### config.mk
export PLATFORM = sky130hd
export DESIGN_NAME = xfer_unit
export DESIGN_NICKNAME = d
export VERILOG_FILES = /design/src/rtl/xfer_pkg.sv /design/src/rtl/xfer_cond_eval.sv /design/src/rtl/xfer_target.sv /design/src/rtl/xfer_unit.sv
export SDC_FILE = /design/constraint.sdc
export NUM_CORES = 1
export LEC_CHECK = 0
export ABC_AREA = 1
export BUFFER_PORTS_ARGS = -buffer_cell sky130_fd_sc_hd__buf_2
export CAP_MARGIN = 0
export CORE_ASPECT_RATIO = 1.25
export CORE_MARGIN = 2
export CORE_UTILIZATION = 44
export DETAILED_ROUTE_END_ITERATION = 12
export MAX_ROUTING_LAYER = met4
export PLACE_DENSITY_LB_ADDON = 0.12
export SLEW_MARGIN = 10
export SYNTH_ARGS = -nofsm -noshare
export SYNTH_HDL_FRONTEND = slang
export SYNTH_SLANG_ARGS = --single-unit
### constraint.sdc
create_clock -name vclk -period 1.3
set_clock_uncertainty 0.1 [all_clocks]
set_input_delay 0.065 -clock vclk [all_inputs]
set_output_delay 0.065 -clock vclk [all_outputs]
set_load 0.02 [all_outputs]
### src/rtl/xfer_pkg.sv
package xfer_pkg;

  typedef enum logic [1:0] {
    XM_BRANCH = 2'b00,
    XM_JUMP   = 2'b01,
    XM_CALL   = 2'b10,
    XM_IDLE   = 2'b11
  } xfer_mode_e;

  typedef enum logic [3:0] {
    XC_ALWAYS = 4'd0,
    XC_EQ     = 4'd1,
    XC_NE     = 4'd2,
    XC_SLE    = 4'd3,
    XC_SLT    = 4'd4,
    XC_SGE    = 4'd5,
    XC_SGT    = 4'd6,
    XC_ULE    = 4'd7,
    XC_ULT    = 4'd8,
    XC_UGE    = 4'd9,
    XC_UGT    = 4'd10
  } xfer_cond_e;

  typedef struct packed {
    logic z;
    logic c;
    logic n;
    logic v;
  } flags_t;

endpackage

### src/rtl/xfer_cond_eval.sv
module xfer_cond_eval
  import xfer_pkg::*;
#(
  parameter int CC_W = 4
) (
  input  logic [CC_W-1:0] cc,
  input  flags_t          fl,
  output logic            hit,
  output logic            undefined
);

  logic signed_lt;
  logic eq_zero;

  always_comb begin
    signed_lt = fl.n ^ fl.v;
    eq_zero   = fl.z;
    hit       = 1'b0;
    undefined = 1'b0;
    case (cc)
      XC_ALWAYS: hit = 1'b1;
      XC_EQ:     hit = eq_zero;
      XC_NE:     hit = !eq_zero;
      XC_SLE:    hit = eq_zero | signed_lt;
      XC_SLT:    hit = !eq_zero & signed_lt;
      XC_SGE:    hit = eq_zero | !signed_lt;
      XC_SGT:    hit = !eq_zero & !signed_lt;
      XC_ULE:    hit = eq_zero | fl.c;
      XC_ULT:    hit = !eq_zero & fl.c;
      XC_UGE:    hit = eq_zero | !fl.c;
      XC_UGT:    hit = !eq_zero & !fl.c;
      default:   undefined = 1'b1;
    endcase
  end

endmodule

### src/rtl/xfer_target.sv
module xfer_target
  import xfer_pkg::*;
#(
  parameter int PC_W  = 16,
  parameter int OFS_W = 8
) (
  input  xfer_mode_e       mode,
  input  logic [PC_W-1:0]  pc,
  input  logic [OFS_W-1:0] offset,
  input  logic [PC_W-1:0]  reg_val,
  output logic [PC_W-1:0]  target
);

  localparam int EXT_W = PC_W - OFS_W;

  logic [PC_W-1:0] ofs_ext;
  logic [PC_W-1:0] rel_sum;

  generate
    if (EXT_W > 0) begin : g_sext
      assign ofs_ext = {{EXT_W{offset[OFS_W-1]}}, offset};
    end else begin : g_trunc
      assign ofs_ext = offset[PC_W-1:0];
    end
  endgenerate

  assign rel_sum = pc + ofs_ext;

  always_comb begin
    unique case (mode)
      XM_BRANCH:       target = rel_sum;
      XM_JUMP, XM_CALL: target = reg_val;
      default:         target = pc;
    endcase
  end

endmodule

### src/rtl/xfer_unit.sv
module xfer_unit
  import xfer_pkg::*;
#(
  parameter int PC_W  = 16,
  parameter int OFS_W = 8,
  parameter int CC_W  = 4
) (
  input  logic [CC_W-1:0]  cond,
  input  logic             flag_z,
  input  logic             flag_c,
  input  logic             flag_n,
  input  logic             flag_v,
  input  logic [1:0]       mode,
  input  logic [PC_W-1:0]  pc,
  input  logic [OFS_W-1:0] offset,
  input  logic [PC_W-1:0]  reg_val,
  output logic             taken,
  output logic [PC_W-1:0]  target,
  output logic             link_we,
  output logic [PC_W-1:0]  link_val,
  output logic             bad_cond
);

  xfer_mode_e m;
  flags_t     fl;
  logic       cc_hit;
  logic       cc_undef;
  logic       conditional;

  assign m  = xfer_mode_e'(mode);
  assign fl = '{z: flag_z, c: flag_c, n: flag_n, v: flag_v};

  xfer_cond_eval #(.CC_W(CC_W)) u_cond (
    .cc        (cond),
    .fl        (fl),
    .hit       (cc_hit),
    .undefined (cc_undef)
  );

  xfer_target #(.PC_W(PC_W), .OFS_W(OFS_W)) u_tgt (
    .mode    (m),
    .pc      (pc),
    .offset  (offset),
    .reg_val (reg_val),
    .target  (target)
  );

  assign conditional = (m == XM_BRANCH) || (m == XM_JUMP);

  always_comb begin
    taken    = 1'b0;
    bad_cond = 1'b0;
    link_we  = 1'b0;
    link_val = pc;
    if (conditional) begin
      taken    = cc_hit & !cc_undef;
      bad_cond = cc_undef;
    end else if (m == XM_CALL) begin
      taken   = 1'b1;
      link_we = 1'b1;
    end
  end

  always_comb begin
    a_r5_bad_never_taken: assert (!(bad_cond && taken));
    a_r1_always_taken: assert (!(conditional && cond == '0) || taken);
    a_r7_jump_target: assert (!(m == XM_JUMP) || target == reg_val);
    a_r8_call_links_pc: assert (!(m == XM_CALL) || (link_we && taken && link_val == pc && target == reg_val));
    a_r9_link_only_on_call: assert (!link_we || m == XM_CALL);
  end

endmodule

==> impl_metrics.yaml <==
status:
  status: "finished, violations left"
  violations: "setup timing"
floorplan:
  coreArea_um2: 3754
  ios: 85
  row_count: 25
  start_util_pct: 45.70
  dieHeight_um: 73.81
  die_area_um2: 4417
  die_w_um: 59.85
finish:
  final_common_cell: "buf_2"
  final_core_util_pct: 86.17
  layout_common_cells: "59 x buf_2, 54 x buf_4, 52 x nand2_1"
  area_growth_pct: 88.55
  clockBufferCount: 0
  drive_gt1_share_pct: 62.84
  sequential_cell_total: 0
  seq_area_um2: 0
  final_design_area_no_fill_um2: 3234
  n_antenna_cell: 0
  nets: 508
setup_path:
  crit_type: "primary input to primary output"
  arrival_ns: 1.50
  critPathMaxFanout: 6
  end_kind: "primary output"
  crit_required_ns: 1.13
  start_kind: "primary input"
  crit_path_start: "offset[7]"
route:
  vias: 2600
  drtIter0Drc: 127
  dr.pass1.iters: 4
  postRouteAntennaNets: 0
  wl_per_cell_um: 15.33
  drc: 0
  wirelength_mm: 7.296
  viasPerCell: 5.462
synthesis:
  yosysSeqAreaShare_pct: 0
  synth_cell_types: 30
  yosysWarningCount: 0
  yosys.area.top_type_share_pct: 18.82
  yosysTopAreaCell: "nand2_1"
  syn-num-nets: 394
  avgSynthCellArea_um2: 5.294
  synthesis.area_um2: 1715
  yosys-top-cells-area: "nand2_1 19%, ha_1 14%, a21oi_1 12%"
  syn_inst: 324
power_and_ir_drop:
  vdd_ir_drop_max_mv: 0.2657
  internal_power_w: 0.0007370
  power_frac_comb_pct: 100.0
  p_total_w: 0.001643
  leakagePower_nw: 1.633
  p_switching_w: 0.0009064
  power_density_nw_per_um2: 508.1
  p_seq_share_pct: 0
  pwr-share-clk_pct: 0
  switching_share_pct: 55.15
grt:
  grt_max_degree: 11
  antenna_found_initial: 0
  grt_pass1_wl_mm: 9.680
  grt_util_met3_pct: 0.7042
  grtUsageMet1_pct: 32.25
  grt.busiest_layer: "met2"
  grt_pass1_vias: 2258
  grt_usage_pct: 28.45
  overflow: 0
  use_met2_pct: 56.04
placed_design:
  dp_hpwl_mm: 4.771
  placed_area_um2: 2673
  portBuffers: 85
  gp_congestion: 0.9316
timing:
  slew_viol_final: 0
  fmax_ghz: 0.6019
  relSlewSlack_pct: 82.03
  rsz0062_at_grt: "true"
  finalCritPeriodShare_pct: 127.8
  fin_crit_ns: 1.661
  hold_violations: 0
  final-setup-viol-count: 15
  worst_slew_pin_slew_ns: 0.2696
  worst_slack_ns: -0.3613
worst_hold_path:
  hp-start: "pc[5]"
  worstHoldPathType: "primary input to primary output"
cts:
  cts_hold_buffers: 0
job:
  maxCapViolations: 0
-- per-stage QoR --
step / std cells / setup slack (ns) / hold WS (ns) / TNS, ns
finish: 476 / -0.3613 / 0.2641 / -4.009
global route: 476 / -0.4353 / 0.2718 / -4.840
CTS: 470 / -0.3204 / 0.2650 / -3.363
detailed placement: 467 / -0.4654 / 0.3002 / -4.916
global placement: 467 / -0.4430 / 0.2792 / -4.500
floorplan: 324 / -0.08739 / 0.1426 / -0.4145
-- power groups by stage --
stage / clock [W] / combinational [W] / sequential [W]
4_1_cts: 0 / 0.00146 / 0
2_1_floorplan: 0 / 0.000832 / 0
5_1_grt: 0 / 0.00174 / 0
3_3_place_gp: 0 / 0.00123 / 0
6_report: 0 / 0.00164 / 0
3_5_place_dp: 0 / 0.00125 / 0
-- path summary, 6_finish.rpt --
path	endpoint	cells after the start
worst max-delay path	target[13]	13
worst min-delay path	link_val[5]	2
-- worst max-delay path: stages --
cell     delay [ns]
buf_8          0.11
buf_12         0.14
ha_4           0.25
nand2_4        0.10
inv_2          0.04
nand2_2        0.05
nand2_2        0.06
a21oi_2        0.16
nand2_1        0.07
nand2_1        0.07
nand3_2        0.10
a21oi_4        0.15
buf_6          0.13
-- layout make-up --
cell class         instances  area, um2
fillers                  230      519.2
repair buffers           134      960.9
inverters                 55      215.2
well taps                 40      50.05
multi-input cells        247       2008
-- logic make-up (layout without fill, tap and decap cells) --
group           Yosys count  in the layout  share of synthesized area (%)
compound gates           58             58                          18.09
fa+ha+maj                20             20                          15.03
buf+inv                  77            189                          20.71
xor+xnor                  2              2                          1.021
simple gates            167            167                          45.15
-- synthesized netlist by cell type --
library cell  instances
nand3_1              18
nor3_1                1
nor2_1               32
nor2_2                3
nand2_1              86
nand3b_1              1
nand3_2               9
clkinv_1              1
and2_4                1
xor2_1                1
o21ai_0               8
inv_2                 5
buf_2                 2
o21ai_1               2
nand2_2               7
a21o_1                1
a21oi_1              42
nor2_4                1
xnor2_1               1
nor3_2                1
and2_1                2
o211ai_1              1
buf_4                17
inv_1                49
ha_1                 19
fa_1                  1
clkbuf_1              3
or2_4                 1
a21oi_2               4
nand4_1               4
-- repair_timing --
action | CTS | global route
setup endpoints to repair | 16 | 18
hold endpoints to repair | 0 | 0
pin swaps | 53 | 21
gates resized for setup | 98 | 50
buffers inserted | 3 | 6
-- routing by layer --
metal  wire, um  vias to the layer above  share of wire (%)
met5          0                        -                  0
li1           -                     1249                  -
met2       3968                      115                 54
met1       2762                     1214                 38
met4        223                        0                3.1
met3        342                       22                4.7
Power figures use the tool's default switching activity.
